**src/rtl/sps_pkg.sv**
```systemverilog
package sps_pkg;
  typedef enum logic [1:0] {
    ST_CMD  = 2'd0,
    ST_LOAD = 2'd1,
    ST_WR   = 2'd2,
    ST_RD   = 2'd3
  } sps_state_e;
endpackage

```
**src/rtl/sps_sync_edge.sv**
```systemverilog
module sps_sync_edge #(
  parameter int STAGES = 2
) (
  input  logic clk,
  input  logic rst_n,
  input  logic cs_n,
  input  logic sclk,
  input  logic din,
  output logic cs_act,
  output logic sclk_rise,
  output logic sclk_fall,
  output logic din_s
);
  logic [STAGES-1:0] sclk_q, cs_q, din_q;
  logic              sclk_d;

  always_ff @(posedge clk or negedge rst_n) begin
    if (!rst_n) begin
      sclk_q <= '0;
      cs_q   <= '1;
      din_q  <= '0;
      sclk_d <= 1'b0;
    end else begin
      sclk_q <= {sclk_q[STAGES-2:0], sclk};
      cs_q   <= {cs_q[STAGES-2:0], cs_n};
      din_q  <= {din_q[STAGES-2:0], din};
      sclk_d <= sclk_q[STAGES-1];
    end
  end

  assign cs_act    = ~cs_q[STAGES-1];
  assign din_s     = din_q[STAGES-1];
  assign sclk_rise = cs_act & sclk_q[STAGES-1] & ~sclk_d;
  assign sclk_fall = cs_act & ~sclk_q[STAGES-1] & sclk_d;
endmodule

```
**src/rtl/sps_regfile.sv**
```systemverilog
module sps_regfile #(
  parameter int          RW       = 8,
  parameter int          DW       = 16,
  parameter int          SEL_W    = 3,
  parameter int          DATA_SEL = 3,
  parameter logic [7:0]  RST_VAL  = 8'h00
) (
  input  logic             clk,
  input  logic             rst_n,
  input  logic             wr_en,
  input  logic [SEL_W-1:0] sel,
  input  logic [RW-1:0]    wr_data,
  input  logic [RW-1:0]    cmd_byte,
  input  logic [DW-1:0]    data_word,
  output logic [DW-1:0]    rd_data
);
  localparam int NREG = 1 << SEL_W;

  logic [RW-1:0] slot_w [NREG];

  for (genvar i = 0; i < NREG; i++) begin : g_slot
    if (i != 0 && i != DATA_SEL) begin : g_store
      logic [RW-1:0] val_q;
      logic          slot_en;
      assign slot_en = wr_en && (sel == SEL_W'(i));
      always_ff @(posedge clk or negedge rst_n) begin
        if (!rst_n)       val_q <= RST_VAL[RW-1:0];
        else if (slot_en) val_q <= wr_data;
      end
      assign slot_w[i] = val_q;
    end else begin : g_none
      assign slot_w[i] = '0;
    end
  end

  always_comb begin
    if (sel == SEL_W'(DATA_SEL))
      rd_data = data_word;
    else if (sel == '0)
      rd_data = {cmd_byte, {(DW-RW){1'b0}}};
    else
      rd_data = {slot_w[sel], {(DW-RW){1'b0}}};
  end
endmodule

```
**src/rtl/sps_ready.sv**
```systemverilog
module sps_ready #(
  parameter int DW = 16
) (
  input  logic          clk,
  input  logic          rst_n,
  input  logic          conv_valid,
  input  logic [DW-1:0] conv_data,
  input  logic          rd_done,
  output logic [DW-1:0] data_word,
  output logic          drdy_n,
  output logic          upd_pend
);
  logic [DW-1:0] hold_q, hold_n, data_q, data_n;
  logic          upd_q, upd_n, flag_q, flag_n;

  always_comb begin
    hold_n = hold_q;
    data_n = data_q;
    upd_n  = upd_q;
    flag_n = flag_q;
    if (upd_q) begin
      data_n = hold_q;
      upd_n  = 1'b0;
      flag_n = 1'b0;
    end else if (rd_done) begin
      flag_n = 1'b1;
    end
    if (conv_valid) begin
      hold_n = conv_data;
      upd_n  = 1'b1;
      flag_n = 1'b1;
    end
  end

  always_ff @(posedge clk or negedge rst_n) begin
    if (!rst_n) begin
      hold_q <= '0;
      data_q <= '0;
      upd_q  <= 1'b0;
      flag_q <= 1'b1;
    end else begin
      hold_q <= hold_n;
      data_q <= data_n;
      upd_q  <= upd_n;
      flag_q <= flag_n;
    end
  end

  assign data_word = data_q;
  assign drdy_n    = flag_q;
  assign upd_pend  = upd_q;
endmodule

```
**src/rtl/sps_engine.sv**
```systemverilog
module sps_engine
  import sps_pkg::*;
#(
  parameter int RW       = 8,
  parameter int DW       = 16,
  parameter int SEL_W    = 3,
  parameter int DATA_SEL = 3
) (
  input  logic             clk,
  input  logic             rst_n,
  input  logic             cs_act,
  input  logic             sclk_rise,
  input  logic             sclk_fall,
  input  logic             din_s,
  input  logic [DW-1:0]    rd_data,
  output logic [SEL_W-1:0] sel,
  output logic [RW-1:0]    cmd_byte,
  output logic             wr_en,
  output logic [RW-1:0]    wr_data,
  output logic             rd_done,
  output logic             dout,
  output logic             dout_oe,
  output sps_state_e       state
);
  localparam int CNT_W = $clog2(DW);

  sps_state_e       state_q, state_n;
  logic [CNT_W-1:0] cnt_q, cnt_n, last_cnt;
  logic [RW-2:0]    rx_q, rx_n;
  logic [RW-1:0]    rx_nx;
  logic [DW-1:0]    tx_q, tx_n;
  logic [SEL_W-1:0] sel_q, sel_n;
  logic [RW-1:0]    cmd_q, cmd_n;

  assign rx_nx    = {rx_q, din_s};
  assign last_cnt = (sel_q == SEL_W'(DATA_SEL)) ? CNT_W'(DW-1) : CNT_W'(RW-1);

  always_comb begin
    state_n = state_q;
    cnt_n   = cnt_q;
    rx_n    = rx_q;
    tx_n    = tx_q;
    sel_n   = sel_q;
    cmd_n   = cmd_q;
    wr_en   = 1'b0;
    rd_done = 1'b0;
    if (!cs_act) begin
      state_n = ST_CMD;
      cnt_n   = '0;
    end else begin
      unique case (state_q)
        ST_CMD: if (sclk_rise) begin
          rx_n = rx_nx[RW-2:0];
          if (cnt_q == CNT_W'(RW-1)) begin
            cnt_n = '0;
            if (!rx_nx[RW-1]) begin
              cmd_n   = rx_nx;
              sel_n   = rx_nx[6:4];
              state_n = rx_nx[3] ? ST_LOAD : ST_WR;
            end
          end else begin
            cnt_n = cnt_q + 1'b1;
          end
        end
        ST_LOAD: begin
          tx_n    = rd_data;
          cnt_n   = '0;
          state_n = ST_RD;
        end
        ST_WR: if (sclk_rise) begin
          rx_n = rx_nx[RW-2:0];
          if (cnt_q == last_cnt) begin
            wr_en   = 1'b1;
            cnt_n   = '0;
            state_n = ST_CMD;
          end else begin
            cnt_n = cnt_q + 1'b1;
          end
        end
        ST_RD: begin
          if (sclk_fall && cnt_q != '0) tx_n = {tx_q[DW-2:0], 1'b0};
          if (sclk_rise) begin
            if (cnt_q == last_cnt) begin
              rd_done = (sel_q == SEL_W'(DATA_SEL));
              cnt_n   = '0;
              state_n = ST_CMD;
            end else begin
              cnt_n = cnt_q + 1'b1;
            end
          end
        end
        default: state_n = ST_CMD;
      endcase
    end
  end

  always_ff @(posedge clk or negedge rst_n) begin
    if (!rst_n) begin
      state_q <= ST_CMD;
      cnt_q   <= '0;
      rx_q    <= '0;
      tx_q    <= '0;
      sel_q   <= '0;
      cmd_q   <= '0;
    end else begin
      state_q <= state_n;
      cnt_q   <= cnt_n;
      rx_q    <= rx_n;
      tx_q    <= tx_n;
      sel_q   <= sel_n;
      cmd_q   <= cmd_n;
    end
  end

  assign sel      = sel_q;
  assign cmd_byte = cmd_q;
  assign wr_data  = rx_nx;
  assign dout     = tx_q[DW-1];
  assign dout_oe  = cs_act & (state_q == ST_RD);
  assign state    = state_q;
endmodule

```
**src/rtl/sps_top.sv**
```systemverilog
module sps_top
  import sps_pkg::*;
#(
  parameter int RW       = 8,
  parameter int DW       = 16,
  parameter int SEL_W    = 3,
  parameter int DATA_SEL = 3,
  parameter int STAGES   = 2
) (
  input  logic          clk,
  input  logic          rst_n,
  input  logic          cs_n,
  input  logic          sclk,
  input  logic          din,
  output logic          dout,
  output logic          dout_oe,
  output logic          drdy_n,
  input  logic          conv_valid,
  input  logic [DW-1:0] conv_data
);
  logic             rst_meta, rst_sync_n;
  logic             cs_act, sclk_rise, sclk_fall, din_s;
  logic [DW-1:0]    rd_data, data_word;
  logic [SEL_W-1:0] sel;
  logic [RW-1:0]    cmd_byte, wr_data;
  logic             wr_en, rd_done, upd_pend;
  sps_state_e       state;

  always_ff @(posedge clk or negedge rst_n) begin
    if (!rst_n) begin
      rst_meta   <= 1'b0;
      rst_sync_n <= 1'b0;
    end else begin
      rst_meta   <= 1'b1;
      rst_sync_n <= rst_meta;
    end
  end

  sps_sync_edge #(.STAGES(STAGES)) u_sync (
    .clk(clk), .rst_n(rst_sync_n), .cs_n(cs_n), .sclk(sclk), .din(din),
    .cs_act(cs_act), .sclk_rise(sclk_rise), .sclk_fall(sclk_fall), .din_s(din_s)
  );

  sps_engine #(.RW(RW), .DW(DW), .SEL_W(SEL_W), .DATA_SEL(DATA_SEL)) u_engine (
    .clk(clk), .rst_n(rst_sync_n), .cs_act(cs_act), .sclk_rise(sclk_rise),
    .sclk_fall(sclk_fall), .din_s(din_s), .rd_data(rd_data), .sel(sel),
    .cmd_byte(cmd_byte), .wr_en(wr_en), .wr_data(wr_data), .rd_done(rd_done),
    .dout(dout), .dout_oe(dout_oe), .state(state)
  );

  sps_regfile #(.RW(RW), .DW(DW), .SEL_W(SEL_W), .DATA_SEL(DATA_SEL)) u_regs (
    .clk(clk), .rst_n(rst_sync_n), .wr_en(wr_en), .sel(sel), .wr_data(wr_data),
    .cmd_byte(cmd_byte), .data_word(data_word), .rd_data(rd_data)
  );

  sps_ready #(.DW(DW)) u_ready (
    .clk(clk), .rst_n(rst_sync_n), .conv_valid(conv_valid), .conv_data(conv_data),
    .rd_done(rd_done), .data_word(data_word), .drdy_n(drdy_n), .upd_pend(upd_pend)
  );
endmodule

```
**config.mk**
```make
export PLATFORM = sky130hd
export DESIGN_NAME = sps_top
export DESIGN_NICKNAME = d
export VERILOG_FILES = /design/src/rtl/sps_pkg.sv /design/src/rtl/sps_sync_edge.sv /design/src/rtl/sps_regfile.sv /design/src/rtl/sps_ready.sv /design/src/rtl/sps_engine.sv /design/src/rtl/sps_top.sv
export SDC_FILE = /design/constraint.sdc
export NUM_CORES = 1
export LEC_CHECK = 0
export BUFFER_PORTS_ARGS = -buffer_cell sky130_fd_sc_hd__buf_4
export CAP_MARGIN = 40
export CELL_PAD_IN_SITES_DETAIL_PLACEMENT = 0
export CELL_PAD_IN_SITES_GLOBAL_PLACEMENT = 1
export CORE_ASPECT_RATIO = 1.2
export CORE_UTILIZATION = 36
export DETAILED_ROUTE_END_ITERATION = 10
export PLACE_DENSITY_LB_ADDON = 0.05
export SYNTH_ARGS = -nofsm -noshare
export SYNTH_HDL_FRONTEND = slang
export SYNTH_SLANG_ARGS = --single-unit
```
**constraint.sdc**
```tcl
create_clock -name clk -period 5.29 [get_ports clk]
set_input_delay 0 -clock clk [delete_from_list [all_inputs] [get_ports clk]]
set_output_delay 0 -clock clk [all_outputs]
set_load 0.02 [all_outputs]
```
==> results.json, run 1 <==
{
  "outcome": "complete, no violations",
  "peakVddDrop_v": 0.000205,
  "tightest_slew_ns": 0.836,
  "crit_type": "flip-flop to flip-flop",
  "setup_viol": 0,
  "place_ws_ns": 2.72,
  "cap_violations": 0,
  "synth-edff-count": 0,
  "cts_root_buf": "clkbuf_16",
  "synth_flop_cell": "dfrtp_1",
  "min_path_type": "input port to flip-flop",
  "syn_nets": 472,
  "io_buffers": 24,
  "whs_ns": 0.231,
  "rsz0062_at_grt": "false",
  "wirelength_um": 12700,
  "min-delay-start": "sclk",
  "critical-path-top-delay-family": "simple AND/OR/NAND/NOR gates",
  "arrival_ns": 2.87,
  "syn_inst": 448,
  "synthArstFlopShare_pct": 100,
  "cp.required_ns": 5.59,
  "yosysWarnings": 0,
  "slew_headroom_pct": 44.3,
  "initial_core_util_pct": 37.1,
  "antenna_found_initial": 0,
  "drtAntennaViolNets": 0,
  "reg2reg_to": "u_regs.g_slot[6].g_store.val_q[6]",
  "vias": 3541,
  "finClkSkew_ns": 0.00927,
  "path_clk_slew_ns": 0.06,
  "clk_latency_ns": 0.42,
  "clockBufferDepth": 2,
  "area_growth_pct": 22.1,
  "wl_per_cell_um": 17.9,
  "start_kind": "flip-flop",
  "cts.repair_timing.setup_buffer_count": 0,
  "synth_area_leader_cell": "dfrtp_1",
  "ctsResizeCount": 0,
  "clock.fmax_ghz": 0.389,
  "fin_area_mm2": 0.00684,
  "grt.total_usage_pct": 17.9,
  "synth.area.top_cells": "dfrtp_1 55%, mux2_2 18%, nand2_1 3.2%",
  "firstDrtPassIters": 6,
  "drcViolationCount": 0,
  "cts_hold_buf": 22,
  "reg2reg_depth": 4,
  "htree_levels": 4,
  "synth_most_common_cell": "dfrtp_1",
  "netlist_area_mm2": 0.00560,
  "tns_ns": 0,
  "crit_chain": "or4b_1 -> nor4b_4 -> nand3_2 -> mux2_2",
  "end_kind": "flip-flop",
  "via_per_inst": 4.99,
  "fp-row-count": 49,
  "cpMaxStageDelayCell": "or4b_1",
  "power.leakage_uw": 0.00306,
  "cpPeakStageDelay_ns": 0.75,
  "path_max_fanout": 10,
  "fp.dieH_um": 139,
  "dp_hpwl_um": 8430,
  "grt_overflow": 0,
  "worst_hold_path.num_cells": 2,
  "fp.dieArea_mm2": 0.0161,
  "antennaDiodeCount": 0,
  "cts_sinks": 127,
  "r2r_setup_slack_ns": 2.72,
  "grt_max_degree": 58,
  "r2r-start": "u_engine.state[0]",
  "cts_tree": "done",
  "grt_pass1_wl_um": 21200,
  "slew_viol_final": 0,
  "gp_congestion": 0.797,
  "power.density_mw_per_mm2": 352,
  "grt_pass1_vias": 3762,
  "cts_buffers": 17,
  "hold_violations": 0,
  "synth.distinct_cells": 49,
  "drive_above_1_share_pct": 33.1,
  "ys_ff_latch": 127,
  "min_period_ns": 2.57,
  "dpl_cell_area_mm2": 0.00600,
  "postLayoutSetupSlackWorst_ns": 2.72,
  "hold-path-endpoint": "u_sync.sclk_q[0]",
  "chipWidth_um": 116,
  "io_pins": 25,
  "yosysTopAreaCellShare_pct": 55.4,
  "ys_seq_area_share_pct": 56.8,
  "finalCritPeriodShare_pct": 48.6,
  "crit_buf_inv": 0,
  "ys_top_cells_by_count": "124 x dfrtp_1, 91 x mux2_2, 47 x nand2_1, 20 x clkbuf_1, 18 x a21oi_1",
  "finalNetCount": 516,
  "syn_avg_cell_area_um2": 12.5,
  "drtIter0Drc": 168,
  "core_mm2": 0.0151
}
-- routing by layer --
layer / wire length (µm) / vias up / track usage [%]
met4: 221 / 0 / 6.95
met3: 354 / 16 / 3.80
met1: 6140 / 1781 / 24.6
li1: - / 1697 / -
met2: 5990 / 47 / 27.6
met5: 0 / - / 0
-- power by group --
part           switching (µW)  total, µW  internal, µW
clock                     444       1210           766
sequential               74.0       1090          1020
combinational            40.6        102          61.3
-- stage by stage --
| stage | total power, µW | util (%) | cells |
|---|---|---|---|
| finish | 2410 | 45.3 | 709 |
| global route | 2500 | 45.3 | 709 |
| CTS | 2440 | 45.3 | 709 |
| detailed placement | 1210 | 39.8 | 655 |
| global placement | 1200 | 39.6 | 653 |
| floorplan | 1140 | - | 448 |
-- worst max-delay path by stage --
stage	slack, ns	cells past startpoint	endpoint	startpoint
global route	2.51	4	u_regs.g_slot[2].g_store.val_q[6]	u_engine.state[0]
CTS	2.70	4	u_regs.g_slot[2].g_store.val_q[7]	u_engine.state[0]
finish	2.72	4	u_regs.g_slot[6].g_store.val_q[6]	u_engine.state[0]
floorplan	1.50	0	u_engine.cmd_byte[0]	rst_sync_n
global placement	2.74	4	u_regs.g_slot[2].g_store.val_q[3]	u_engine.state[0]
detailed placement	2.72	4	u_regs.g_slot[2].g_store.val_q[6]	u_engine.state[0]
-- placed cells by master, fill, tap and decap left out, types with 5 or more instances in the layout --
master | synthesis | layout
buf_4 | 0 | 28
a21o_1 | 8 | 8
nor3_1 | 5 | 5
nand3_1 | 10 | 10
a211oi_1 | 6 | 6
dlygate4sd3_1 | 0 | 22
a21oi_1 | 18 | 17
mux2i_1 | 16 | 16
dfrtp_1 | 124 | 123
clkbuf_16 | 0 | 17
nand2_1 | 47 | 47
mux2_2 | 91 | 91
nand3b_1 | 6 | 6
inv_1 | 5 | 5
o21ai_0 | 17 | 17
nor2_1 | 8 | 8
-- state kept, by name, summed over array words and instances (netlist names) --
name                         count
rst_sync_n                       1
u_ready.upd_pend                 1
u_ready.data_word               16
u_sync.sclk_d                    1
u_regs.g_slot.g_store.val_q     48
u_sync.sclk_q                    2
u_ready.drdy_n                   1
u_engine.tx_q                   16
u_engine.state                   2
u_ready.hold_q                  16
u_engine.cnt_q                   4
u_sync.cs_q                      2
u_engine.sel                     2
u_engine.cmd_byte                5
u_engine.rx_q                    7
u_sync.din_q                     2
rst_meta                         1
-- kinds of logic after synthesis --
family          after synthesis  synth area share (%)
xor+xnor                      4                 0.626
buf+inv                      33                  2.28
simple gates                107                  11.0
fa+ha+maj                     2                 0.447
flops                       127                  56.8
compound gates               67                  7.53
mux                         107                  21.2
other cells                   1                0.0670
-- cell type report --
| type | count | area [µm²] |
|---|---|---|
| Sequential cell | 127 | 3190 |
| Fill cell | 1424 | 8250 |
| Timing Repair Buffer | 52 | 465 |
| Tap cell | 204 | 255 |
| Multi-Input combinational cell | 288 | 2290 |
| Clock buffer | 19 | 453 |
| Inverter | 6 | 22.5 |
| Clock inverter | 13 | 163 |
Power figures use the tool's default switching activity.
==> inputs of run 2 (changes only) <==
- clock period: 5.29 -> 2.2 ns (I/O delays scaled with it)
==> run 2 against run 1 <==
  * Clock power rose by 130%
  * Fmax rose by 22%
  * Critical endpoint is now u_regs.g_slot[5].g_store.val_q[3]
  * Highest routed layer unchanged
  * Clock skew fell by 0.0027 ns
  * Sequential share of layout area fell by 1.2 points
  * Critical path type unchanged
==> results.json, run 2 (synthesized netlist as in run 1, its figures left out) <==
{
  "clk_latency_ns": 0.41,
  "place_ws_ns": 0.0521,
  "ff_latch_area_mm2": 0.00319,
  "grt_pass1_vias": 3815,
  "hold_violations": 0,
  "fp-row-count": 49,
  "cts_buffers": 17,
  "grt_pass1_wl_um": 20600,
  "cts_root_buf": "clkbuf_16",
  "whs_ns": 0.236,
  "end_kind": "flip-flop",
  "clock.fmax_ghz": 0.476,
  "power.leakage_uw": 0.00316,
  "finalNetCount": 534,
  "finClkSkew_ns": 0.00653,
  "crit_buf_inv": 1,
  "reg2reg_depth": 5,
  "cts.repair_timing.setup_buffer_count": 0,
  "largest_reg_flops": 48,
  "io_pins": 25,
  "wirelength_um": 12100,
  "reg2reg_to": "u_regs.g_slot[5].g_store.val_q[3]",
  "gp_congestion": 0.771,
  "nFillCells": 1440,
  "multiInputGateArea_mm2": 0.00231,
  "path_clk_slew_ns": 0.05,
  "postLayoutSetupSlackWorst_ns": 0.0990,
  "via_per_inst": 4.91,
  "critical-path-top-delay-family": "simple AND/OR/NAND/NOR gates",
  "start_kind": "flip-flop",
  "firstDrtPassIters": 4,
  "path_max_fanout": 8,
  "drcViolationCount": 0,
  "cpMaxStageDelayCell": "or4b_1",
  "slew_viol_final": 0,
  "arrival_ns": 2.39,
  "area_growth_pct": 25.2,
  "drive_above_1_share_pct": 34.9,
  "chipWidth_um": 116,
  "crit_chain": "or4b_1 -> nor4b_4 -> buf_4 -> nand2_2 -> mux2_2",
  "r2r_setup_slack_ns": 0.1,
  "hold-path-endpoint": "u_sync.cs_q[0]",
  "largest_register": "u_regs.g_slot.g_store.val_q",
  "grt_max_degree": 62,
  "final_cell_mix": "123 x dfrtp_1, 91 x mux2_2, 47 x nand2_1, 42 x buf_4, 22 x dlygate4sd3_1",
  "cap_violations": 0,
  "antenna_found_initial": 0,
  "worst_hold_path.num_cells": 2,
  "min_period_ns": 2.10,
  "power.density_mw_per_mm2": 801,
  "min-delay-start": "cs_n",
  "crit_type": "flip-flop to flip-flop",
  "setup_viol": 0,
  "cpPeakStageDelay_ns": 0.60,
  "clockBufferDepth": 2,
  "r2r-start": "u_sync.cs_q[1]",
  "grt.total_usage_pct": 17.1,
  "fp.dieH_um": 139,
  "peakVddDrop_v": 0.000486,
  "grt_overflow": 0,
  "dp_hpwl_um": 8320,
  "vias": 3564,
  "tightest_slew_ns": 0.714,
  "drtAntennaViolNets": 0,
  "rsz0062_at_grt": "false",
  "slew_headroom_pct": 52.4,
  "antennaDiodeCount": 0,
  "cts_sinks": 127,
  "fp.dieArea_mm2": 0.0161,
  "cp.required_ns": 2.49,
  "min_path_type": "input port to flip-flop",
  "drtIter0Drc": 129,
  "core_mm2": 0.0151,
  "utilization_pct": 46.5,
  "wl_per_cell_um": 16.7,
  "finalCritPeriodShare_pct": 95.5,
  "htree_levels": 4,
  "outcome": "complete, no violations",
  "io_buffers": 24,
  "final_common_cell": "dfrtp_1",
  "tns_ns": 0,
  "cts_tree": "done",
  "initial_core_util_pct": 37.1
}
[run 2: where the power goes]
group          switching (µW)  internal [µW]
clock                     988           1750
sequential                150           2450
combinational             117            160
total                    1250           4360
[run 2: what timing repair did]
action,in CTS,in global routing
hold buffers,22,0
resized for setup,0,2
endpoints found under the setup margin,0,16
hold endpoints to repair,23,0
[run 2: worst max-delay path by stage]
stage / slack (ns) / startpoint / to / depth (start not counted)
5_1_grt: 0.04 / u_engine.state[0] / u_regs.g_slot[5].g_store.val_q[2] / 5
3_3_place_gp: 0.06 / u_sync.cs_q[1] / u_regs.g_slot[6].g_store.val_q[5] / 5
6_report: 0.1 / u_sync.cs_q[1] / u_regs.g_slot[5].g_store.val_q[3] / 5
4_1_cts: 0.04 / u_sync.cs_q[1] / u_regs.g_slot[6].g_store.val_q[7] / 5
2_1_floorplan: 0.005 / u_sync.cs_q[1] / u_regs.g_slot[6].g_store.val_q[0] / 6
3_5_place_dp: 0.05 / u_sync.cs_q[1] / u_regs.g_slot[6].g_store.val_q[6] / 5
[run 2: final cells by class]
cell class                      count  share of cell area, %
Inverter                            6                  0.321
Sequential cell                   127                   45.4
Clock buffer                       22                   6.76
Clock inverter                      9                   1.57
Tap cell                          204                   3.64
Multi-Input combinational cell    288                   32.9
Timing Repair Buffer               70                   9.35
[run 2: per-stage QoR]
stage          instance area (µm²)  total power, µW  cells
2_1_floorplan                 5600             2740    448
3_3_place_gp                  6190             2900    673
3_5_place_dp                  6190             2910    673
4_1_cts                       7000             5710    726
5_1_grt                       7010             5860    726
6_report                      7010             5620    726
[run 2: metal layers]
metal | vias up | part of all wire (%) | global-route usage, % | wire (µm)
li1 | 1720 | - | - | -
met1 | 1796 | 48 | 22.7 | 5810
met5 | - | 0 | 0 | 0
met4 | 0 | 1.2 | 5.26 | 150
met2 | 36 | 49 | 26.9 | 5880
met3 | 12 | 2.1 | 4.59 | 260
==> inputs of run 3 (changes only) <==
- BUFFER_PORTS_ARGS: -buffer_cell sky130_fd_sc_hd__buf_4 -> -buffer_cell sky130_fd_sc_hd__buf_2
==> run 3 against run 2 <==
  * Combinational power is 4% lower
  * Sequential share of layout area increased by 0.37 points
  * Global-route usage increased by 0.65 points
  * Utilization down 0.37 points
  * Via count up 0.36%
  * Critical path type unchanged
==> results.json, run 3 (synthesized netlist as in run 1, its figures left out) <==
{
  "clockBufferDepth": 2,
  "io_pins": 25,
  "drtIter0Drc": 87,
  "grt_pass1_wl_um": 21200,
  "cap_violations": 0,
  "final_common_cell": "dfrtp_1",
  "grt_max_degree": 62,
  "setup_viol": 0,
  "arrival_ns": 2.39,
  "final_cell_mix": "123 x dfrtp_1, 91 x mux2_2, 47 x nand2_1, 24 x buf_2, 24 x buf_4",
  "firstDrtPassIters": 4,
  "io_buffers": 24,
  "finalNetCount": 538,
  "vias": 3577,
  "outcome": "complete, no violations",
  "end_kind": "flip-flop",
  "cp.required_ns": 2.50,
  "antennaDiodeCount": 0,
  "area_growth_pct": 24.2,
  "hold_violations": 0,
  "wl_per_cell_um": 17.0,
  "tightest_slew_ns": 0.752,
  "crit_type": "flip-flop to flip-flop",
  "reg2reg_to": "u_regs.g_slot[6].g_store.val_q[0]",
  "drive_above_1_share_pct": 35.5,
  "drtAntennaViolNets": 0,
  "slew_headroom_pct": 49.9,
  "wirelength_um": 12500,
  "cpPeakStageDelay_ns": 0.59,
  "largest_register": "u_regs.g_slot.g_store.val_q",
  "antenna_found_initial": 0,
  "grt_pass1_vias": 3812,
  "cpMaxStageDelayCell": "or4b_1",
  "fp.dieArea_mm2": 0.0161,
  "start_kind": "flip-flop",
  "cts_tree": "done",
  "fin_area_mm2": 0.00695,
  "crit_start": "u_sync.cs_q[1]",
  "r2r-start": "u_sync.cs_q[1]",
  "min_path_type": "input port to flip-flop",
  "gp_congestion": 0.797,
  "met1_usage_pct": 23.6,
  "initial_core_util_pct": 37.1,
  "drcViolationCount": 0,
  "power.leakage_uw": 0.00317,
  "grt.total_usage_pct": 17.7,
  "dpl_cell_area_mm2": 0.00612,
  "path_max_fanout": 8,
  "tns_ns": 0,
  "power.density_mw_per_mm2": 822,
  "fin_cells": 731,
  "via_per_inst": 4.89,
  "path_clk_slew_ns": 0.06,
  "whs_ns": 0.227,
  "dp.cells": 675,
  "fp-row-count": 49,
  "finalCritPeriodShare_pct": 95.0,
  "reg2reg_depth": 5,
  "largest_reg_flops": 48,
  "hold-path-endpoint": "u_sync.din_q[0]",
  "core_mm2": 0.0151,
  "chipWidth_um": 116,
  "min-delay-start": "din",
  "clk_latency_ns": 0.42,
  "htree_levels": 4,
  "slew_viol_final": 0,
  "cts_buffers": 17,
  "worst_hold_path.num_cells": 2,
  "cts_root_buf": "clkbuf_16",
  "dp_hpwl_um": 8470,
  "peakVddDrop_v": 0.000447,
  "finClkSkew_ns": 0.00815,
  "fp.dieH_um": 139,
  "ctsResizeCount": 0,
  "rsz0062_at_grt": "false",
  "use_met3_pct": 4.46,
  "cts_sinks": 127,
  "grt_overflow": 0,
  "clock.fmax_ghz": 0.478,
  "utilization_pct": 46.1,
  "busiest_layer": "met2",
  "crit_chain": "or4b_1 -> nor4b_4 -> buf_4 -> nand3_2 -> mux2_2",
  "gr-usage-met2_pct": 27.8,
  "min_period_ns": 2.09,
  "r2r_setup_slack_ns": 0.11
}
## run 3: cell count changes in the layout (fill, tap and decap cells not counted)
| cell | delta |
|---|---|
| nand3_2 | +2 |
| buf_2 | +24 |
| buf_4 | -18 |
| nand3_4 | -2 |
| inv_6 | +1 |
| clkinv_4 | -1 |
| clkinvlp_4 | -3 |
| clkbuf_8 | -1 |
| buf_12 | -2 |
| clkinv_2 | +4 |
| bufinv_16 | +1 |
## run 3: stage by stage
stage	total power, µW	setup WS (ns)
global route	5940	0.0245
floorplan	2740	0.00523
global placement	2900	0.0495
CTS	5800	0.0363
finish	5720	0.110
detailed placement	2900	-0.00787
## run 3: how the worst max path moves through the flow
stage / endpoint / slack [ns] / cells after the start
after floorplan: u_regs.g_slot[6].g_store.val_q[0] / 0.005 / 6
after global placement: u_regs.g_slot[6].g_store.val_q[5] / 0.05 / 4
after detailed placement: u_regs.g_slot[6].g_store.val_q[0] / -0.008 / 4
after CTS: u_regs.g_slot[6].g_store.val_q[6] / 0.04 / 4
after global routing: u_regs.g_slot[6].g_store.val_q[6] / 0.02 / 5
final: u_regs.g_slot[6].g_store.val_q[0] / 0.11 / 5
## run 3: what timing repair did
action                                  CTS  global route
hold endpoints to repair                 22             0
pin swaps                                 1             2
endpoints found under the setup margin    3            24
hold buffers                             22             0
buffers inserted                          0             2
## run 3: per-layer routing
layer,routed length [µm],up-vias
li1,-,1734
met1,6040,1797
met2,6030,34
met3,243,12
met4,144,0
met5,0,-
## run 3: worst max-delay path: cells and delay by family, from the launching register on
family | cells | cell delay [ns]
simple gates | 3 | 1.08
flops | 1 | 0.37
mux | 1 | 0.34
buf+inv | 1 | 0.19
## run 3: cell type report
class	count	area, µm²
multi-input combinational	288	2290
fill	1443	8130
timing repair buffer	74	601
clock inverter	11	138
inverter	6	22.5
sequential	127	3190
clock buffer	21	460
tap	204	255
## run 3: where the power goes
group | switching [µW] | total (µW) | internal [µW] | leakage [µW]
Clock | 1010 | 2840 | 1830 | 0.000301
Combinational | 117 | 266 | 149 | 0.00121
Sequential | 158 | 2610 | 2450 | 0.00167
Total | 1280 | 5720 | 4440 | 0.00317
